File: src/rtl/pwm_shadow_pkg.sv
package pwm_shadow_pkg;

   // Largest prescale shift; sets the width of the prescaler accumulator.
   localparam int unsigned MAX_SHIFT = 10;
   localparam int unsigned SEL_W     = 3;

   typedef enum logic [1:0] {
      LVL_Z0   = 2'd0,
      LVL_Z1   = 2'd1,
      LVL_LOW  = 2'd2,
      LVL_HIGH = 2'd3
   } lvl_code_e;

   typedef struct packed {
      lvl_code_e act;
      lvl_code_e idle;
   } lvl_pair_t;

   // Non-uniform shift table: linear up to 4, then steps of two.
   function automatic int unsigned div_shift(input logic [SEL_W-1:0] sel);
      int unsigned s;
      s = int'(sel);
      return (s < 5) ? s : (2 * s - 4);
   endfunction

endpackage

File: src/rtl/pwm_prescaler.sv
module pwm_prescaler
   import pwm_shadow_pkg::*;
#(
   parameter int unsigned ACC_W = MAX_SHIFT
)(
   input  logic             clk,
   input  logic             rst_n,
   input  logic             run,
   input  logic [SEL_W-1:0] div_sel,
   output logic             tick
);

   logic [ACC_W-1:0] acc_q;
   logic [ACC_W-1:0] limit;

   initial assert (ACC_W >= MAX_SHIFT)
      else $error("pwm_prescaler: ACC_W too narrow for largest shift");

   always_comb begin
      limit = ACC_W'((32'd1 << div_shift(div_sel)) - 32'd1);
      tick  = run && (acc_q == limit);
   end

   always_ff @(posedge clk or negedge rst_n) begin
      if (!rst_n)             acc_q <= '0;
      else if (!run || tick)  acc_q <= '0;
      else                    acc_q <= acc_q + 1'b1;
   end

endmodule

File: src/rtl/pwm_period_ctr.sv
module pwm_period_ctr #(
   parameter int unsigned CNT_W = 16
)(
   input  logic             clk,
   input  logic             rst_n,
   input  logic             run,
   input  logic             tick,
   input  logic [CNT_W-1:0] period,
   output logic [CNT_W-1:0] cnt,
   output logic             wrap
);

   assign wrap = run && tick && (cnt == period);

   always_ff @(posedge clk or negedge rst_n) begin
      if (!rst_n)           cnt <= '0;
      else if (!run || wrap) cnt <= '0;
      else if (tick)        cnt <= cnt + 1'b1;
   end

endmodule

File: src/rtl/pwm_level_map.sv
module pwm_level_map
   import pwm_shadow_pkg::*;
#(
   parameter bit OUT_REG = 1'b0
)(
   input  logic      clk,
   input  logic      rst_n,
   input  lvl_code_e code,
   output logic      out,
   output logic      hiz
);

   logic out_d, hiz_d;

   always_comb begin
      hiz_d = (code == LVL_Z0) || (code == LVL_Z1);
      out_d = (code == LVL_HIGH);
   end

   generate
      if (OUT_REG) begin : g_flop
         always_ff @(posedge clk or negedge rst_n) begin
            if (!rst_n) begin
               out <= 1'b0;
               hiz <= 1'b0;
            end else begin
               out <= out_d;
               hiz <= hiz_d;
            end
         end
      end else begin : g_comb
         logic unused_clk;
         assign unused_clk = clk ^ rst_n;
         assign out = out_d;
         assign hiz = hiz_d;
      end
   endgenerate

endmodule

File: src/rtl/pwm_shadow_chan.sv
module pwm_shadow_chan
   import pwm_shadow_pkg::*;
#(
   parameter int unsigned CNT_W   = 16,
   parameter int unsigned DIV_W   = 3,
   parameter bit          OUT_REG = 1'b0
)(
   input  logic             clk,
   input  logic             rst_n,
   input  logic             en,
   input  logic             arm,
   input  logic [CNT_W-1:0] cfg_period,
   input  logic [CNT_W-1:0] cfg_act_end,
   input  logic [1:0]       cfg_act_lvl,
   input  logic [1:0]       cfg_idle_lvl,
   input  logic [DIV_W-1:0] cfg_div,
   output logic             pwm_out,
   output logic             pwm_hiz
);

   localparam logic [CNT_W-1:0] RST_PERIOD = '1;
   localparam lvl_pair_t        RST_LVL    = '{act: LVL_HIGH, idle: LVL_LOW};

   initial assert (CNT_W >= 2) else $error("pwm_shadow_chan: CNT_W must be >= 2");
   initial assert (DIV_W == SEL_W) else $error("pwm_shadow_chan: DIV_W must match shift table");

   // Staging registers, written by arm.
   logic [CNT_W-1:0] s_period, s_act_end;
   lvl_pair_t        s_lvl;
   logic [DIV_W-1:0] s_div;
   // Working registers, used by the counter and output.
   logic [CNT_W-1:0] w_period, w_act_end;
   lvl_pair_t        w_lvl;
   logic [DIV_W-1:0] w_div;

   logic             pre_tick, wrap;
   logic [CNT_W-1:0] cnt;
   logic             in_active;
   lvl_code_e        cur_code;

   always_ff @(posedge clk or negedge rst_n) begin
      if (!rst_n) begin
         s_period  <= RST_PERIOD;
         s_act_end <= '0;
         s_lvl     <= RST_LVL;
         s_div     <= '0;
      end else if (arm) begin
         s_period  <= cfg_period;
         s_act_end <= cfg_act_end;
         s_lvl     <= '{act: lvl_code_e'(cfg_act_lvl), idle: lvl_code_e'(cfg_idle_lvl)};
         s_div     <= cfg_div;
      end
   end

   always_ff @(posedge clk or negedge rst_n) begin
      if (!rst_n) begin
         w_period  <= RST_PERIOD;
         w_act_end <= '0;
         w_lvl     <= RST_LVL;
         w_div     <= '0;
      end else if (!en || wrap) begin
         w_period  <= s_period;
         w_act_end <= s_act_end;
         w_lvl     <= s_lvl;
         w_div     <= s_div;
      end
   end

   pwm_prescaler #(.ACC_W(MAX_SHIFT)) u_pre (
      .clk     (clk),
      .rst_n   (rst_n),
      .run     (en),
      .div_sel (w_div),
      .tick    (pre_tick)
   );

   pwm_period_ctr #(.CNT_W(CNT_W)) u_ctr (
      .clk    (clk),
      .rst_n  (rst_n),
      .run    (en),
      .tick   (pre_tick),
      .period (w_period),
      .cnt    (cnt),
      .wrap   (wrap)
   );

   always_comb begin
      in_active = en && (cnt < w_act_end);
      cur_code  = in_active ? w_lvl.act : w_lvl.idle;
   end

   pwm_level_map #(.OUT_REG(OUT_REG)) u_lvl (
      .clk   (clk),
      .rst_n (rst_n),
      .code  (cur_code),
      .out   (pwm_out),
      .hiz   (pwm_hiz)
   );

endmodule

File: config.mk
export PLATFORM = sky130hd
export DESIGN_NAME = pwm_shadow_chan
export DESIGN_NICKNAME = d
export VERILOG_FILES = /design/src/rtl/pwm_shadow_pkg.sv /design/src/rtl/pwm_prescaler.sv /design/src/rtl/pwm_period_ctr.sv /design/src/rtl/pwm_level_map.sv /design/src/rtl/pwm_shadow_chan.sv
export SDC_FILE = /design/constraint.sdc
export NUM_CORES = 1
export LEC_CHECK = 0
export BUFFER_PORTS_ARGS = -buffer_cell sky130_fd_sc_hd__buf_2
export CAP_MARGIN = 15
export CORE_ASPECT_RATIO = 0.6
export CORE_MARGIN = 2
export CORE_UTILIZATION = 49
export CTS_CLUSTER_SIZE = 16
export DETAILED_ROUTE_END_ITERATION = 6
export HOLD_SLACK_MARGIN = 0.05
export PLACE_DENSITY = 0.7
export SYNTH_ARGS = -nofsm -noshare
export SYNTH_HDL_FRONTEND = slang
export SYNTH_HIERARCHICAL = 1
export SYNTH_SLANG_ARGS = --single-unit
File: constraint.sdc
create_clock -name clk -period 5.17 [get_ports clk]
set_clock_uncertainty 0.2 [all_clocks]
set_input_delay 0.517 -clock clk [delete_from_list [all_inputs] [get_ports clk]]
set_output_delay 0.517 -clock clk [all_outputs]
set_load 0.02 [all_outputs]
---- Yosys cells after proc, flatten, opt, wreduce, memory -nomap -nowiden ----
Index checks and enable logic that the tools add are counted.
word-level totals
  output and inout port bits .............. 2
  word-level logic and storage cells ...... 38
  flip-flop bits (word level) ............. 104
  input bits .............................. 43
operators by class
  shift-type cells ........................ 1
  eq/ne operators ......................... 4
  mux-type cells .......................... 5
  reductions and logical operators ........ 10
  magnitude comparators ................... 2
  add/sub/neg operators ................... 4
operators by type and width
  cell                     count
  $mux W16                 2
  $mux W32                 1
  $shl A1 B32 Y10 const A  1
  $add A16 B1 Y16 const B  1
  $eq A16 B16 Y1           1
  $lt A16 B16 Y1           1
  $add A10 B1 Y10 const B  1
  $eq A10 B10 Y1           1
  $mux W10                 1
  $sub A10 B1 Y10 const B  1
  $sub A4 B3 Y5 const B    1
  $logic_and A1 B1 Y1      4
  $logic_or A1 B1 Y1       3
  $lt A3 B3 Y1 const B     1
  $eq A2 B1 Y1 const B     1
  $eq A2 B2 Y1 const B     1
  $logic_not A2 Y1         1
  $mux W2                  1
  $reduce_bool A2 Y1       1
  $logic_not A1 Y1         1

---- Depth between registers and ports, before layout ----
Gate-level depths: netlist of the first run.
  word-level depth ........................ 10
  mapped depth ............................ 15
  depth with buffers taken out ............ 10

---- By module ----
The synthesis of the first run kept the hierarchy.
modules (own cells, without submodules)
  module           instances  cells each  area an instance (sq um)  sequential area each (sq um)
  pwm_shadow_chan  1          240         3325.7                    1999.4
  pwm_period_ctr   1          107         1108.6                    400.4
  pwm_prescaler    1          75          676.9                     250.2
  pwm_level_map    1          2           10.0                      0.0

---- Least setup slack after synthesis of the first run ----
Ideal clock, no wire load.
  path kind ............................... register to register
  start ................................... register u_pre.acc_q[6]
  end ..................................... register w_act_end[0]
  cell stages (with the launch flop) ...... 13
  setup time .............................. 0.125 ns
  buffers on the path ..................... 4
  setup slack ............................. 1.560 ns
  data arrival time ....................... 3.285 ns
  data required time ...................... 4.845 ns
  clock period less this slack ............ 3.610 ns
  path through ............................ dfrtp_1 or4b_1 a32oi_2 and4_1 buf_2 nand3_1 nor4_4 buf_6 and2_1 nand2b_1 buf_2 buf_2 mux2_2
between the ends
  word-level cells in the longest chain between the ends .. 5
RTL lines
  element                           line                   RTL
  start, declared                   pwm_prescaler.sv:13    logic [ACC_W-1:0] acc_q;
  start signal, assigned            pwm_prescaler.sv:27    else acc_q <= acc_q + 1'b1;
  $eq A10 B10 Y1                    pwm_prescaler.sv:21    tick = run && (acc_q == limit);
  $logic_and A1 B1 Y1               pwm_prescaler.sv:21
  named net pre_tick                pwm_shadow_chan.sv:36  logic pre_tick, wrap;
  $logic_and A1 B1 Y1 (2 in a row)  pwm_period_ctr.sv:13   assign wrap = run && tick && (cnt == period);
  named net wrap                    pwm_shadow_chan.sv:36
  $logic_or A1 B1 Y1                pwm_shadow_chan.sv:61  end else if (!en || wrap) begin
  end signal, assigned              pwm_shadow_chan.sv:63  w_act_end <= s_act_end;
  end, declared                     pwm_shadow_chan.sv:32  logic [CNT_W-1:0] w_period, w_act_end;
The timed path passes the listed nets, and every way through them passes these cells.
A chain may end at the register's enable or synchronous reset.

---- Worst setup path after layout of the first run ----
  start ................................... register w_div[2]
  end ..................................... register w_lvl[3] (netlist name)
between the ends
  word-level cells in the longest chain between the ends .. 9
  elaborated cells between the ends (all ways) .. 10
  classes of those cells .................. 2 x add/sub; 1 x order compare; 1 x eq/ne; 1 x shift; 1 x mux; 4 x reduce/logical
RTL lines
  element                                               line                   RTL
  start, declared                                       pwm_shadow_chan.sv:34  logic [DIV_W-1:0] w_div;
  start signal, assigned                                pwm_shadow_chan.sv:65  w_div <= s_div;
  $sub A4 B3 Y5 / $lt A3 B3 Y1 (equally long branches)  pwm_shadow_pkg.sv:23   return (s < 5) ? s : (2 * s - 4);
  $mux W32 (*)                                          pwm_shadow_pkg.sv:23
  $shl A1 B32 Y10 (*)                                   pwm_prescaler.sv:20    limit = ACC_W'((32'd1 << div_shift(div_sel)) - 32'd1);
  $sub A10 B1 Y10 (*)                                   pwm_prescaler.sv:20
  $eq A10 B10 Y1 (*)                                    pwm_prescaler.sv:21
  $logic_and A1 B1 Y1 (*)                               pwm_prescaler.sv:21
  named net pre_tick                                    pwm_shadow_chan.sv:36
  $logic_and A1 B1 Y1 (*) (2 in a row)                  pwm_period_ctr.sv:13
  named net wrap                                        pwm_shadow_chan.sv:36
  $logic_or A1 B1 Y1 (*)                                pwm_shadow_chan.sv:61
  end signal, assigned                                  pwm_shadow_chan.sv:64  w_lvl <= s_lvl;
  end, declared                                         pwm_shadow_chan.sv:33  lvl_pair_t w_lvl;
Mark *: on every way through the listed nets, which the timed path passes. The rest lies on a longest branch.

==> flow_metrics.py, run 1 <==
metrics = {
    "status": {
        "outcome": "finished clean",
    },
    "logic_synthesis": {
        "syn_inst": 424,
        "async_reset_ff_frac": 1.00,
        "yosys.area.top_type_share": 0.323,
        "synth-seq-area-share": 0.517,
        "ys.flop_type": "dfrtp_1",
        "ys_types": 49,
        "synth_area_leaders": "dfrtp_1, dfstp_2, mux2_2, xnor2_1, ha_1",
        "yosysWarnings": 6,
        "ys_ff_latch": 104,
        "netlist_area_sq_mm": 0.00512,
        "syn_nets": 484,
        "synth_top_area_cell": "dfrtp_1",
        "syn_area_per_cell_sq_um": 12.1,
        "synth_edf_count": 0,
    },
    "global_route": {
        "met2_usage": 0.270,
        "grt_use_total": 0.194,
        "grt_overflow": 0,
        "grt_max_degree": 60,
        "grt_pass1_vias": 3331,
        "busiest_layer": "met1",
        "use_met1": 0.291,
        "antenna_found_initial": 0,
        "grt_pass1_wl_um": 17100,
        "use_met3": 0.0604,
    },
    "pwr": {
        "fin_total_pwr_w": 0.00190,
        "power_leakage_nw": 2.41,
        "pwr_density_cell_mw_per_mm2": 331,
        "irDropWorstVdd_v": 0.000163,
    },
    "cts": {
        "clk_pin_slew_ps": 70,
        "clkSinkCount": 104,
        "cts_root_buf": "clkbuf_16",
        "htreeDepth": 3,
        "cts_buffers": 9,
        "holdBufCountCts": 0,
        "clk_latency_ps": 340,
        "cts_tree": "done",
        "cts_resized": 0,
        "post-cts-setup-buffer-count": 0,
        "clockBufferDepth": 2,
    },
    "worst_setup_path": {
        "crit_chain": "or4b_1, a32oi_2, and4_1, nand3_1, nor4_4, buf_4, and2_1, nand2b_2, buf_4, mux2_2",
        "worstSetupEndpointType": "flop",
        "critPathTopFamily": "simple AND/OR/NAND/NOR gates",
        "path_common_cell": "buf_4",
        "cp.arrival_ps": 4100,
        "r2r-start": "w_div[2]",
        "crit_path_max_incr_delay_ps": 600,
        "path_max_fanout": 18,
        "crit_type": "reg2reg",
        "r2r_end": "w_lvl[3]",
        "reg2regPathDepth": 10,
        "crit_path_start_kind": "flop",
        "cpMaxStageDelayCell": "or4b_1",
        "r2r_slack_ps": 1130,
        "critical_path_required_ps": 5230,
        "crit_buf_inv": 2,
    },
    "die": {
        "start_util": 0.511,
        "dieWidth_um": 136,
        "io-pin-count": 45,
        "rows": 28,
        "coreArea_sq_mm": 0.0100,
        "die-height_um": 83.2,
        "dieArea_sq_mm": 0.0113,
    },
    "final_layout": {
        "stdcell_count": 600,
        "antennaDiodeCount": 0,
        "area_growth_pct": 12.2,
        "final_nets": 520,
        "fillers": 839,
        "drive_above_1_share": 0.383,
        "fin_area_sq_mm": 0.00575,
        "final_common_cell": "dfrtp_1",
        "final_cell_mix": "dfrtp_1, mux2_2, buf_2, dfstp_2, nand2_1",
    },
    "sta": {
        "slew_viol_final": 0,
        "hold_viol_final": 0,
        "rsz0062_at_grt": "false",
        "finalCriticalPeriod_ps": 4040,
        "setup-tns-final_ps": 0,
        "setup_viol": 0,
        "relSlewSlack": 0.233,
        "fmax_mhz": 248,
        "worstMarginPinSlew_ps": 1140,
        "finalCritPeriodShare": 0.781,
    },
    "routing": {
        "drcViolationCount": 0,
        "post_drt_wl_per_cell_um": 17.0,
        "first_pass_iters": 5,
        "postRouteAntennaNets": 0,
        "via_per_inst": 5.60,
        "drt-total-wl_um": 10200,
        "vias": 3362,
        "drt_iter0_drc": 249,
    },
    "flow_run": {
        "timing.max_cap.violations": 0,
    },
    "placement": {
        "placed_cell_area_sq_mm": 0.00543,
        "portBuffers": 44,
        "place.gp.congestion": 0.895,
        "hpwl_um": 7300,
        "dp_cells": 584,
    },
    "min_path": {
        "hold_path_class": "in2async",
    },
}
==> cell type report <==
type	count	area (sq um)	share of cell area
clock buffers	15	310	0.0540
clock inverters	1	5.00	0.000871
inverters	20	75.1	0.0131
multi-input cells	277	2270	0.395
flip-flops and latches	104	2650	0.461
well taps	135	169	0.0294
repair buffers	48	265	0.0462
==> registers in the layout, indices dropped and copies added, names as in the netlist, 4 cells and up <==
name and flops:
s_act_end 16, s_lvl 4, s_period 16, u_ctr/cnt 16, u_pre/acc_q 10, w_act_end 16, w_lvl 4, w_period 16
==> logic make-up after synthesis <==
kind of cell	synth area share
flip-flops	0.517
AND/OR/NAND/NOR	0.108
multiplexers	0.146
AO/OA/AOI/OAI	0.0794
buffers and inverters	0.0396
XOR/XNOR	0.0682
adder cells (fa/ha/maj)	0.0415
==> per-layer routing <==
metal | share of wire | wire (um) | up-vias
met5 | 0 | 0 | -
met4 | 0.010 | 105 | 0
met1 | 0.49 | 5030 | 1650
li1 | - | - | 1583
met2 | 0.43 | 4370 | 113
met3 | 0.069 | 707 | 16
==> synth_stat cells (9+ instances only) <==
cell,count
mux2_2,63
xor2_1,10
xnor2_1,28
clkbuf_1,9
nor2_1,9
a211oi_1,16
nand3_1,9
o21ai_0,22
ha_1,17
inv_1,19
dfstp_2,38
dfrtp_1,66
nand2_1,34
==> where the power goes <==
| group | total (W) | switching, W | internal (W) |
|---|---|---|---|
| clock | 0.000689 | 0.000278 | 0.000411 |
| sequential | 0.000973 | 0.0000554 | 0.000918 |
| combinational | 0.000237 | 0.000120 | 0.000117 |
| total | 0.00190 | 0.000454 | 0.00145 |
==> worst max-delay path by stage <==
stage / startpoint / to / slack, ps / depth (start not counted)
6_report: w_div[2] / w_lvl[3] / 1130 / 10
5_1_grt: w_div[1] / w_lvl[3] / 990 / 11
4_1_cts: w_div[2] / w_div[2] / 1180 / 10
3_5_place_dp: w_div[2] / w_lvl[3] / 1200 / 10
3_3_place_gp: w_div[2] / w_act_end[0] / 1350 / 10
2_1_floorplan: u_pre/acc_q[6] / w_act_end[0] / 1560 / 12
==> through the flow <==
stage	hold WS (ps)	worst slack (ps)	utilization
after floorplan	21.4	1560	-
after global placement	271	1350	0.542
after detailed placement	273	1200	0.542
after CTS	73.8	1180	0.573
after global routing	90.9	989	0.573
final	23.6	1130	0.573
Note: power is estimated with default switching activity, not from simulation.
==> run 2: changes to the inputs <==
--- a/config.mk
+++ b/config.mk
@@ -5,6 +5,7 @@
 export SDC_FILE = /design/constraint.sdc
 export NUM_CORES = 1
 export LEC_CHECK = 0
+export ABC_AREA = 1
 export BUFFER_PORTS_ARGS = -buffer_cell sky130_fd_sc_hd__buf_2
 export CAP_MARGIN = 15
 export CORE_ASPECT_RATIO = 0.6
@@ -13,7 +14,7 @@
 export CTS_CLUSTER_SIZE = 16
 export DETAILED_ROUTE_END_ITERATION = 6
 export HOLD_SLACK_MARGIN = 0.05
-export PLACE_DENSITY = 0.7
+export PLACE_DENSITY = 0.69
 export SYNTH_ARGS = -nofsm -noshare
 export SYNTH_HDL_FRONTEND = slang
 export SYNTH_HIERARCHICAL = 1
==> constraint.sdc (replaced) <==
create_clock -name clk -period 4.2 [get_ports clk]
set_clock_uncertainty 0.2 [all_clocks]
set_input_delay 0.42 -clock clk [delete_from_list [all_inputs] [get_ports clk]]
set_output_delay 0.42 -clock clk [all_outputs]
set_load 0.02 [all_outputs]
==> run 2 against run 1 <==
  * Clock-buffer cell count decreased by 6
  * Via count increased by 20%
  * Setup slack got worse by 190 ps
  * Critical endpoint is now w_period[15]
==> flow_metrics.py, run 2 <==
metrics = {
    "placement": {
        "place_ws_ps": 969,
        "hpwl_um": 8640,
        "place.gp.congestion": 0.904,
        "placed_cell_area_sq_mm": 0.00571,
        "portBuffers": 44,
    },
    "cts": {
        "clk_latency_ps": 360,
        "clk_pin_slew_ps": 80,
        "cts_tree": "done",
        "htreeDepth": 3,
        "cts_resized": 0,
        "cts_buffers": 9,
        "cts_root_buf": "clkbuf_16",
        "clkSinkCount": 104,
        "clockBufferDepth": 2,
        "post-cts-setup-buffer-count": 0,
    },
    "pwr": {
        "p_sw_w": 0.000672,
        "combPwrFrac": 0.120,
        "fin_total_pwr_w": 0.00232,
        "power_frac_seq": 0.501,
        "pwr_density_cell_mw_per_mm2": 385,
        "swShare": 0.289,
        "power_leakage_nw": 2.88,
        "pwr-share-clk": 0.379,
        "internal-power_w": 0.00165,
        "irDropWorstVdd_v": 0.000225,
    },
    "sta": {
        "rsz0062_at_grt": "false",
        "slew_viol_final": 0,
        "finalCritPeriodShare": 0.776,
        "setup_viol": 0,
        "relSlewSlack": 0.322,
        "hold_viol_final": 0,
        "setup-tns-final_ps": 0,
        "worstMarginPinSlew_ps": 1020,
        "finalCriticalPeriod_ps": 3260,
        "fin_ws_ps": 939,
        "fmax_mhz": 307,
    },
    "worst_setup_path": {
        "worstSetupEndpointType": "flop",
        "critical_path_required_ps": 4290,
        "cp.arrival_ps": 3350,
        "crit_type": "reg2reg",
        "path_max_fanout": 42,
        "crit_path_start_kind": "flop",
    },
    "global_route": {
        "grt_pass1_vias": 3908,
        "grt_overflow": 0,
        "grt_max_degree": 74,
        "grt_pass1_wl_um": 19500,
        "grt_use_total": 0.209,
        "antenna_found_initial": 0,
    },
    "die": {
        "start_util": 0.509,
        "dieArea_sq_mm": 0.0120,
        "die-height_um": 85.5,
        "coreArea_sq_mm": 0.0107,
        "dieWidth_um": 140,
        "rows": 29,
        "io-pin-count": 45,
    },
    "logic_synthesis": {
        "synth-seq-area-share": 0.488,
        "async_reset_ff_frac": 1.00,
        "netlist_area_sq_mm": 0.00543,
        "synth_area_leaders": "dfrtp_1, dfstp_2, nand2_1, inv_1, nor2_1",
        "synth_edf_count": 0,
        "yosys.area.top_type_share": 0.304,
        "synth_top_area_cell": "dfrtp_1",
        "syn_area_per_cell_sq_um": 8.62,
        "ys_types": 36,
        "syn_inst": 630,
        "ys.flop_type": "dfrtp_1",
        "yosys-top-cells-count": "nand2_1, inv_1, nor2_1",
        "ys_ff_latch": 104,
        "synth_most_common_cell": "nand2_1",
        "syn_nets": 690,
        "yosysWarnings": 6,
    },
    "routing": {
        "vias": 4047,
        "drcViolationCount": 0,
        "postRouteAntennaNets": 0,
        "first_pass_iters": 5,
        "drt-total-wl_um": 11700,
        "drt_iter0_drc": 270,
        "post_drt_wl_per_cell_um": 14.4,
        "via_per_inst": 4.98,
    },
    "final_layout": {
        "fin_util": 0.566,
        "final_cell_mix": "nand2_1, inv_1, nor2_1, dfrtp_1",
        "antennaDiodeCount": 0,
        "final_nets": 729,
        "drive_above_1_share": 0.252,
        "fillers": 973,
        "final_common_cell": "nand2_1",
        "fin_area_sq_mm": 0.00604,
        "area_growth_pct": 11.2,
    },
    "min_path": {
        "hold_path_class": "in2reg",
    },
    "status": {
        "outcome": "finished clean",
    },
    "flow_run": {
        "timing.max_cap.violations": 0,
    },
}
[run 2: cell count changes after synthesis, sizes merged, moves of 14 or more]
| cell | delta |
|---|---|
| mux2 | -50 |
| inv | +71 |
| nand2 | +123 |
| o21ai | +21 |
| nand3 | +14 |
| xnor2 | -24 |
| nor2 | +83 |
| a21oi | +26 |
| a211oi | -15 |
[run 2: worst paths after layout]
path | startpoint | to | slack, ps | depth (start not counted)
worst max-delay path | w_div[2] | w_period[15] | 940 | 17
worst min-delay path | cfg_act_end[0] | s_act_end[0] | 60 | 3
worst max register to register | w_div[2] | w_period[15] | 940 | 17
worst min register to register | s_period[4] | w_period[4] | 280 | 2
max in group asynchronous | rst_n | w_act_end[7] | 2270 | 3
min in group asynchronous | rst_n | s_div[2] | 500 | 2
[run 2: what timing repair did]
action	4_1_cts	5_1_grt
hold buffers	1	0
endpoints found under the setup margin	0	0
hold endpoints to repair	33	0
[run 2: critical path: stages, from the launching register on]
cell,delay [ps]
dfrtp_1,530
inv_1,140
nand3_1,120
nand3_1,80
nor2_1,130
nand3_2,110
nor2_1,110
buf_4,180
nand2_1,60
a21oi_1,120
nand3_1,80
nor2_1,100
nand4_1,80
nor2_1,90
or2_2,540
buf_12,310
nor2_1,80
a21oi_1,130
[run 2: per-layer routing]
layer	GRT usage	vias to the layer above	wire, um
met5	0	-	0
met4	0.0445	0	125
met3	0.0508	15	725
met2	0.299	120	4820
met1	0.323	1879	6020
li1	-	2033	-
[run 2: layout make-up]
cell class              count  area (sq um)  area share
multi-input cells         416          2290       0.379
inverters                  90           338      0.0560
well taps                 139           174      0.0288
repair buffers             48           268      0.0444
clock buffers               9           225      0.0373
flip-flops and latches    104          2650       0.439
clock inverters             7          96.3      0.0160
[run 2: per-stage QoR]
stage	hold WS, ps	instances
finish	64.4	813
global route	67.2	813
CTS	58.1	813
detailed placement	269	796
global placement	270	796
floorplan	-75.6	630
[run 2: logic make-up (layout without fill, tap and decap cells)]
family,Yosys count,in the layout,share of synthesized area
AND/OR/NAND/NOR,289,289,0.236
buffers and inverters,110,154,0.0906
flip-flops,104,104,0.488
AO/OA/AOI/OAI,79,79,0.0881
adder cells (fa/ha/maj),17,17,0.0392
XOR/XNOR,16,16,0.0272
multiplexers,15,15,0.0311
[run 2: power by group through the flow]
stage / clock network (W) / registers, W / logic, W
after floorplan: 0 / 0.00116 / 0.000205
after global placement: 0 / 0.00118 / 0.000268
after detailed placement: 0 / 0.00118 / 0.000280
after CTS: 0.000900 / 0.00116 / 0.000283
after global routing: 0.000942 / 0.00117 / 0.000323
final: 0.000881 / 0.00116 / 0.000279
==> run 3: changes to the inputs <==
==> constraint.sdc (replaced) <==
create_clock -name clk -period 3.4 [get_ports clk]
set_clock_uncertainty 0.2 [all_clocks]
set_input_delay 0.34 -clock clk [delete_from_list [all_inputs] [get_ports clk]]
set_output_delay 0.34 -clock clk [all_outputs]
set_load 0.02 [all_outputs]
==> run 3 against run 2 <==
  * Worst hold slack better by 130 ps
  * Largest cell class unchanged
  * Maximum frequency is 13% higher
  * Flip-flop and latch count stayed put
==> flow_metrics.py, run 3 (synthesis results as in run 2) <==
metrics = {
    "sta": {
        "rsz0062_at_grt": "false",
        "finalCriticalPeriod_ps": 2890,
        "slew_viol_final": 0,
        "finalCritPeriodShare": 0.849,
        "hold_ws_ps": 199,
        "hold_viol_final": 0,
        "worstMarginPinSlew_ps": 1030,
        "fmax_mhz": 346,
        "setup_viol": 0,
        "relSlewSlack": 0.310,
        "setup-tns-final_ps": 0,
    },
    "worst_setup_path": {
        "r2r_end": "w_act_end[13]",
        "cp.arrival_ps": 2890,
        "path_max_fanout": 78,
        "worstSetupEndpointType": "flop",
        "r2r_slack_ps": 510,
        "crit_path_start_kind": "flop",
        "crit_type": "reg2reg",
        "reg2regPathDepth": 16,
        "r2r-start": "w_div[2]",
        "critical_path_required_ps": 3400,
    },
    "routing": {
        "first_pass_iters": 5,
        "drcViolationCount": 0,
        "vias": 4150,
        "postRouteAntennaNets": 0,
        "via_per_inst": 4.87,
        "post_drt_wl_per_cell_um": 13.0,
        "drt_iter0_drc": 321,
        "drt-total-wl_um": 11100,
    },
    "pwr": {
        "pwr_density_cell_mw_per_mm2": 437,
        "pwr-share-clk": 0.353,
        "swShare": 0.270,
        "irDropWorstVdd_v": 0.000290,
        "p_sw_w": 0.000755,
        "internal-power_w": 0.00204,
        "power_frac_seq": 0.512,
        "power_leakage_nw": 3.03,
        "combPwrFrac": 0.135,
    },
    "final_layout": {
        "drive_above_1_share": 0.237,
        "final_cell_mix": "nand2_1, inv_1, nor2_1, dfrtp_1",
        "area_growth_pct": 17.9,
        "final_common_cell": "nand2_1",
        "final_nets": 768,
        "antennaDiodeCount": 0,
        "stdcell_count": 852,
    },
    "global_route": {
        "grt_pass1_vias": 3937,
        "grt_pass1_wl_um": 18700,
        "antenna_found_initial": 0,
        "grt_overflow": 0,
        "grt_use_total": 0.197,
        "grt_max_degree": 105,
    },
    "cts": {
        "cts_root_buf": "clkbuf_16",
        "cts_resized": 0,
        "clkSinkCount": 104,
        "clockBufferDepth": 2,
        "htreeDepth": 3,
        "holdBufCountCts": 40,
        "cts_tree": "done",
        "clk_latency_ps": 340,
        "clk_pin_slew_ps": 70,
        "cts_buffers": 9,
        "post-cts-setup-buffer-count": 0,
    },
    "die": {
        "io-pin-count": 45,
        "die-height_um": 85.5,
        "start_util": 0.509,
        "dieArea_sq_mm": 0.0120,
        "coreArea_sq_mm": 0.0107,
        "rows": 29,
        "dieWidth_um": 140,
    },
    "min_path": {
        "hold_path_class": "in2reg",
        "hp-start": "en",
        "holdPathStages": 3,
        "holdPathEnd": "u_pre/acc_q[1]",
    },
    "status": {
        "outcome": "finished clean",
    },
    "placement": {
        "hpwl_um": 7770,
        "place.gp.congestion": 0.953,
        "dp_cells": 796,
        "portBuffers": 44,
    },
    "flow_run": {
        "timing.max_cap.violations": 0,
    },
}
run 3: cell types whose count changed in the layout (fill, tap and decap cells not counted), sizes merged:
cell,before,now
clkinv,4,3
dlygate4sd3,1,40
clkbuf,9,10
run 3: worst max-delay path by stage:
stage	start	endpoint	slack, ps	depth (start not counted)
6_report	w_div[2]	w_act_end[13]	510	16
3_3_place_gp	w_div[2]	w_act_end[10]	700	18
2_1_floorplan	w_div[2]	w_act_end[0]	810	20
3_5_place_dp	w_div[2]	w_lvl[3]	580	17
4_1_cts	w_div[2]	w_act_end[13]	540	16
5_1_grt	w_div[2]	w_period[15]	310	17
run 3: stage by stage:
stage / area, sq um / setup WS (ps) / util / total power (W)
floorplan: 5430 / 814 / - / 0.00168
global placement: 5720 / 700 / 0.536 / 0.00178
detailed placement: 5720 / 578 / 0.536 / 0.00180
CTS: 6400 / 536 / 0.600 / 0.00282
global route: 6400 / 312 / 0.600 / 0.00295
finish: 6400 / 512 / 0.600 / 0.00280
run 3: critical path, cell delays in order (launching register included):
cell and delay, ps:
dfrtp_1 560, inv_1 150, nand3_1 110, nand3_1 70, nor2_1 120, nand3_2 110, nor2_1 100, buf_4 170
nand2_1 60, a21oi_1 120, nand3_1 90, nor2_1 110, nand4_1 80, nor2_1 90, or2_2 130, buf_12 300
o21ai_0 160
run 3: power groups by stage:
| stage | registers [W] | clock network (W) | logic (W) |
|---|---|---|---|
| CTS | 0.00143 | 0.00101 | 0.000380 |
| floorplan | 0.00143 | 0 | 0.000253 |
| finish | 0.00143 | 0.000987 | 0.000376 |
| detailed placement | 0.00146 | 0 | 0.000343 |
| global placement | 0.00145 | 0 | 0.000330 |
| global route | 0.00145 | 0.00107 | 0.000432 |
run 3: final cells by class:
type	instances	area, sq um
inverters	90	338
clock inverters	6	51.3
fillers	949	4270
flip-flops and latches	104	2650
well taps	139	174
repair buffers	87	671
multi-input cells	416	2290
clock buffers	10	229
run 3: routing by layer:
metal | up-vias | GRT usage | wire length, um | part of all wire
met5 | - | 0 | 0 | 0
met4 | 0 | 0.0527 | 112 | 0.010
met3 | 10 | 0.0430 | 555 | 0.050
met2 | 93 | 0.296 | 4710 | 0.42
met1 | 1927 | 0.291 | 5720 | 0.52
li1 | 2120 | - | - | -
